<file path="config.mk">
export PLATFORM = sky130hd
export DESIGN_NAME = quad_lane_fifo
export DESIGN_NICKNAME = d
export VERILOG_FILES = /design/src/rtl/qlf_pkg.sv /design/src/rtl/qlf_lane.sv /design/src/rtl/qlf_rotor.sv /design/src/rtl/quad_lane_fifo.sv
export SDC_FILE = /design/constraint.sdc
export NUM_CORES = 1
export LEC_CHECK = 0
export BUFFER_PORTS_ARGS = -buffer_cell sky130_fd_sc_hd__buf_2
export CAP_MARGIN = 20
export CORE_UTILIZATION = 55
export DETAILED_ROUTE_END_ITERATION = 8
export PLACE_DENSITY = 0.83
export SYNTH_ARGS = -nofsm -noshare
export SYNTH_HDL_FRONTEND = slang
export SYNTH_SLANG_ARGS = --single-unit
</file>
<file path="constraint.sdc">
create_clock -name clk -period 9.68 [get_ports clk]
set_input_delay 0.484 -clock clk [delete_from_list [all_inputs] [get_ports clk]]
set_output_delay 0.484 -clock clk [all_outputs]
set_load 0.01 [all_outputs]
</file>
<file path="src/rtl/qlf_pkg.sv">
package qlf_pkg;

  // Access kind on one side, from the pair {byte strobe, word strobe}
  typedef enum logic [1:0] {
    ACC_IDLE = 2'd0,
    ACC_WORD = 2'd1,
    ACC_BYTE = 2'd2,
    ACC_BOTH = 2'd3
  } acc_e;

  function automatic acc_e acc_decode(input logic word_en, input logic byte_en);
    return acc_e'({byte_en, word_en});
  endfunction

endpackage

</file>
<file path="src/rtl/qlf_lane.sv">
// One byte lane: circular store with a synchronous read register.
module qlf_lane #(
  parameter int DEPTH = 16,
  parameter int DW    = 8
) (
  input  logic                         clk,
  input  logic                         rst,
  input  logic                         push,
  input  logic [DW-1:0]                din,
  input  logic                         pop,
  output logic [DW-1:0]                dout,
  output logic [$clog2(DEPTH+1)-1:0]   cnt
);
  localparam int AW = $clog2(DEPTH);
  localparam int CW = $clog2(DEPTH+1);

  logic [DW-1:0] mem [DEPTH];
  logic [AW-1:0] wptr, rptr;

  function automatic logic [AW-1:0] bump(input logic [AW-1:0] p);
    return (p == AW'(DEPTH-1)) ? '0 : p + 1'b1;
  endfunction

  // storage without reset so it maps onto block RAM
  always_ff @(posedge clk) begin
    if (push) mem[wptr] <= din;
  end

  always_ff @(posedge clk) begin
    if (rst) begin
      wptr <= '0;
      rptr <= '0;
      cnt  <= '0;
      dout <= '0;
    end else begin
      if (push) wptr <= bump(wptr);
      if (pop) begin
        rptr <= bump(rptr);
        dout <= mem[rptr];
      end
      case ({push, pop})
        2'b10:   cnt <= cnt + CW'(1);
        2'b01:   cnt <= cnt - CW'(1);
        default: cnt <= cnt;
      endcase
    end
  end

endmodule

</file>
<file path="src/rtl/qlf_rotor.sv">
// Rotating lane pointer, steps 0..N-1 and wraps.
module qlf_rotor #(
  parameter int N = 4
) (
  input  logic                 clk,
  input  logic                 rst,
  input  logic                 step,
  output logic [$clog2(N)-1:0] ptr
);
  localparam int PW = $clog2(N);

  always_ff @(posedge clk) begin
    if (rst)       ptr <= '0;
    else if (step) ptr <= (ptr == PW'(N-1)) ? '0 : ptr + 1'b1;
  end

endmodule

</file>
<file path="src/rtl/quad_lane_fifo.sv">
module quad_lane_fifo #(
  parameter int LANES = 4,
  parameter int DEPTH = 16
) (
  input  logic                 clk,
  input  logic                 rst,
  input  logic                 wr_word_en,
  input  logic [LANES*8-1:0]   wr_word_data,
  input  logic                 wr_byte_en,
  input  logic [7:0]           wr_byte_data,
  input  logic                 rd_word_en,
  output logic [LANES*8-1:0]   rd_word_data,
  input  logic                 rd_byte_en,
  output logic [7:0]           rd_byte_data,
  output logic                 full_word,
  output logic                 full_byte,
  output logic                 half_word,
  output logic                 half_byte,
  output logic                 avail_word,
  output logic                 avail_byte,
  output logic                 illegal
);
  import qlf_pkg::*;

  localparam int LW = 8;
  localparam int CW = $clog2(DEPTH+1);
  localparam int TW = $clog2(LANES*DEPTH+1);
  localparam int PW = $clog2(LANES);

  acc_e wop, rop;
  logic [CW-1:0]    cnt [LANES];
  logic [LW-1:0]    lq  [LANES];
  logic [LW-1:0]    din [LANES];
  logic [LANES-1:0] lane_push, lane_pop, lane_full, lane_empty;
  logic [PW-1:0]    wlane, rlane, sel_q;
  logic [TW-1:0]    total;
  logic             word_wr_ok, byte_wr_ok, word_rd_ok, byte_rd_ok;
  logic             bad_wr, bad_rd;

  assign wop = acc_decode(wr_word_en, wr_byte_en);
  assign rop = acc_decode(rd_word_en, rd_byte_en);

  // flags, all from registered lane state
  assign full_word  = |lane_full;
  assign full_byte  = lane_full[wlane];
  assign avail_word = ~|lane_empty;
  assign avail_byte = ~lane_empty[rlane];
  assign half_word  = total >= TW'(LANES*DEPTH/2);
  assign half_byte  = cnt[wlane] >= CW'(DEPTH/2);

  always_comb begin
    total = '0;
    for (int i = 0; i < LANES; i++) total = total + TW'(cnt[i]);
  end

  assign word_wr_ok = (wop == ACC_WORD) && !full_word;
  assign byte_wr_ok = (wop == ACC_BYTE) && !full_byte;
  assign word_rd_ok = (rop == ACC_WORD) && avail_word;
  assign byte_rd_ok = (rop == ACC_BYTE) && avail_byte;

  assign bad_wr = (wop == ACC_BOTH) || ((wop == ACC_WORD) && full_word) ||
                  ((wop == ACC_BYTE) && full_byte);
  assign bad_rd = (rop == ACC_BOTH) || ((rop == ACC_WORD) && !avail_word) ||
                  ((rop == ACC_BYTE) && !avail_byte);

  generate
    for (genvar i = 0; i < LANES; i++) begin : g_lane
      assign lane_push[i]  = word_wr_ok || (byte_wr_ok && (wlane == PW'(i)));
      assign lane_pop[i]   = word_rd_ok || (byte_rd_ok && (rlane == PW'(i)));
      assign din[i]        = (wop == ACC_WORD) ? wr_word_data[i*LW +: LW] : wr_byte_data;
      assign lane_full[i]  = cnt[i] == CW'(DEPTH);
      assign lane_empty[i] = cnt[i] == '0;
      assign rd_word_data[i*LW +: LW] = lq[i];

      qlf_lane #(.DEPTH(DEPTH), .DW(LW)) u_lane (
        .clk  (clk),
        .rst  (rst),
        .push (lane_push[i]),
        .din  (din[i]),
        .pop  (lane_pop[i]),
        .dout (lq[i]),
        .cnt  (cnt[i])
      );
    end
  endgenerate

  qlf_rotor #(.N(LANES)) u_wrot (
    .clk (clk), .rst (rst), .step (byte_wr_ok), .ptr (wlane)
  );

  qlf_rotor #(.N(LANES)) u_rrot (
    .clk (clk), .rst (rst), .step (byte_rd_ok), .ptr (rlane)
  );

  always_ff @(posedge clk) begin
    if (rst) begin
      sel_q   <= '0;
      illegal <= 1'b0;
    end else begin
      if (byte_rd_ok) sel_q <= rlane;
      illegal <= bad_wr || bad_rd;
    end
  end

  assign rd_byte_data = lq[sel_q];

endmodule

</file>
==> impl_metrics.toml <==
[run_status]
outcome = "finished, final reports clean"

[power]
p_seq_frac = 0.512
clkPwrFrac = 0.395
comb_power_share = 0.093
power.density_nw_per_um2 = 199
max-vdd-ir-drop_mv = 0.166
p_switching_mw = 1.35
p_int_mw = 4.38
sw_frac_of_total = 0.236
p_leak_nw = 10.1

[placement]
place_area_um2 = 26900
dp_slack_ns = 5.37
gp_congestion = 0.901
dp.cells = 2232
dpl.hpwl_um = 40000
portBuffers = 92

[critical_path]
crit_start = "g_lane[1].u_lane.cnt[0]"
r2r_start = "g_lane[1].u_lane.cnt[0]"
worstPathRequired_ns = 10.21
cp-start-kind = "register"
arrival_ns = 5.00
timing_worst_setup_path_type = "reg -> reg"
cp_max_fo = 47
cp-end-kind = "register"

[clock_tree]
cts_max_path_buffers = 3
htreeDepth = 2
clk_pin_slew_ns = 0.06
root_buffer = "clkbuf_16"
clock_sinks = 603
post-cts-setup-buffers = 0
post_cts_resize_count = 0
clock_latency_ns = 0.61
cts_buffers = 57
cts_tree = "built"
cts-hold-fix-buffers = 0

[sta]
finalHoldViolations = 0
rsz0062_at_grt = "no"
worstMarginPinSlew_ns = 1.10
max_freq_mhz = 224
fin_ws_ns = 5.22
setup_violations = 0
finClkSkew_ns = 0.0174
drv_slew = 0
relSlewSlack = 0.266
fin_crit_sh = 0.461
finalCriticalPeriod_ns = 4.46
finalSetupTns_ns = 0

[grt]
antenna_found_initial = 2
grt_overflow = 0
grt_max_degree = 61
grt_pass1_wl_um = 92000
groute.usage.overall = 0.258
grt_pass1_vias = 15300

[yosys]
synth.top_cell.area_share = 0.591
ys_ff_latch = 603
syn_nets = 1728
synth_largest_area_cell = "edfxtp_1"
async_reset_ff_frac = 0
synth_seq_area_share = 0.661
ys_top_cells_by_count = "edfxtp_1 (512), mux4_2 (136), dfxtp_1 (91)"
synth_area_um2 = 26000
synth.avg_cell_area_um2 = 16.1
yosys-top-cells-area = "edfxtp_1 (59%), mux4_2 (12%), dfxtp_1 (7.0%)"
synth_edf_count = 512
postSynthCellCount = 1618
yosys_warnings = 0
yosysMostFrequentCell = "edfxtp_1"
synthFlopType = "edfxtp_1"
synth_cell_type_count = 55

[cells_and_area]
final_cells = 2342
nNetsFinal = 1795
final_util = 0.619
synthToLayoutAreaGrowth_pct = 10.8
n_fill_cell = 3172
drive_gt1_frac = 0.211
finalInstanceArea_um2 = 28800

[drt]
via_per_inst = 6.49
drc = 0
vias = 15200
wirelength_um = 60800
drtIter0Drc = 1667
first_pass_iters = 5
routedWlPerCell_um = 25.9
antenna_left = 0

[floorplanning]
io_pins = 93
fp.dieW_um = 219
fp.coreArea_um2 = 46600
die_area_um2 = 48200
row_count = 79
start_util = 0.559
die_h_um = 219

[hold_path]
hold_path_class = "in -> reg"
worstHoldStart = "wr_word_en"

[flow_run]
maxCapViolations = 0
-- logic make-up after synthesis --
kind of cell,share of synthesized area
AND/OR/NAND/NOR,0.0736
adder cells (fa/ha/maj),0.0348
buffers and inverters,0.0244
XOR/XNOR,0.00337
flip-flops,0.661
AO/OA/AOI/OAI,0.0777
multiplexers,0.125
-- worst max-delay path, cell delays in order, from the launching register on --
cell and delay [ns]:
dfxtp_1 0.39, or4_1 0.63, o22ai_1 0.43, or4_2 0.82, nand3_1 0.26, ha_1 0.34, ha_1 0.34, nor2b_1 0.16
o21ai_0 0.21, a21oi_1 0.12, or4_1 0.47, a21oi_1 0.17
-- metrics by stage --
step | total power [mW] | hold WS [ns]
global route | 5.89 | 0.203
floorplan | 3.33 | 0.477
global placement | 3.49 | 0.477
detailed placement | 3.51 | 0.495
CTS | 5.74 | 0.166
finish | 5.73 | 0.195
-- state kept, by name, summed over array words and instances (netlist names) --
register and flops:
g_lane.u_lane.dout 32, g_lane.u_lane.mem 512, sel_q 2, u_rrot.ptr 2, illegal 1, g_lane.u_lane.cnt 20
g_lane.u_lane.wptr 16, u_wrot.ptr 2, g_lane.u_lane.rptr 16
-- layer usage --
| metal | wire (µm) | up-vias | GRT usage | part of all wire |
|---|---|---|---|---|
| met2 | 28800 | 798 | 0.408 | 0.47 |
| met4 | 2300 | 2 | 0.103 | 0.038 |
| met3 | 5260 | 122 | 0.0460 | 0.087 |
| li1 | - | 6607 | - | - |
| met1 | 24400 | 7672 | 0.357 | 0.40 |
| met5 | 16 | - | 0 | 0.00026 |
-- power groups by stage --
stage | Sequential [mW] | Combinational [mW] | Clock, mW
final | 2.93 | 0.535 | 2.26
after global routing | 2.94 | 0.578 | 2.38
after CTS | 2.93 | 0.528 | 2.28
after detailed placement | 2.99 | 0.522 | 0
after global placement | 2.98 | 0.506 | 0
after floorplan | 2.96 | 0.370 | 0
-- cell usage in the layout, fill, tap and decap left out, types with 18 or more instances in the layout --
master     synthesis  layout
a21o_1            37      37
a21oi_1           86      86
a22oi_1           65      65
and3_1            65      65
buf_2             19      93
buf_4              5      18
clkbuf_16          0      63
dfxtp_1           91      87
edfxtp_1         512     512
ha_1              50      50
inv_1             43      43
mux4_2           136     136
nand2_1           48      48
nand3_1           23      23
nand4_1           44      44
nor2_1            58      58
nor2b_1           50      49
o21ai_0           19      19
o31ai_1           49      49
-- final timing paths --
check	to	slack (ns)	cells past startpoint
max	g_lane[0].u_lane.cnt[4]	5.22	11
min	illegal	0.20	3
max reg2reg	g_lane[0].u_lane.cnt[4]	5.22	11
min reg2reg	g_lane[0].u_lane.dout[5]	0.50	2
-- final cells by class --
class                           instances  area (µm²)  area share
Timing Repair Buffer                  111         601      0.0208
Inverter                               43         161     0.00560
Multi-Input combinational cell        869        8190       0.284
Sequential cell                       603       17200       0.597
Antenna cell                            2        5.00    0.000174
Clock inverter                         32         272     0.00942
Tap cell                              607         759      0.0264
Clock buffer                           75        1630      0.0566
Power figures use the tool's default switching activity.
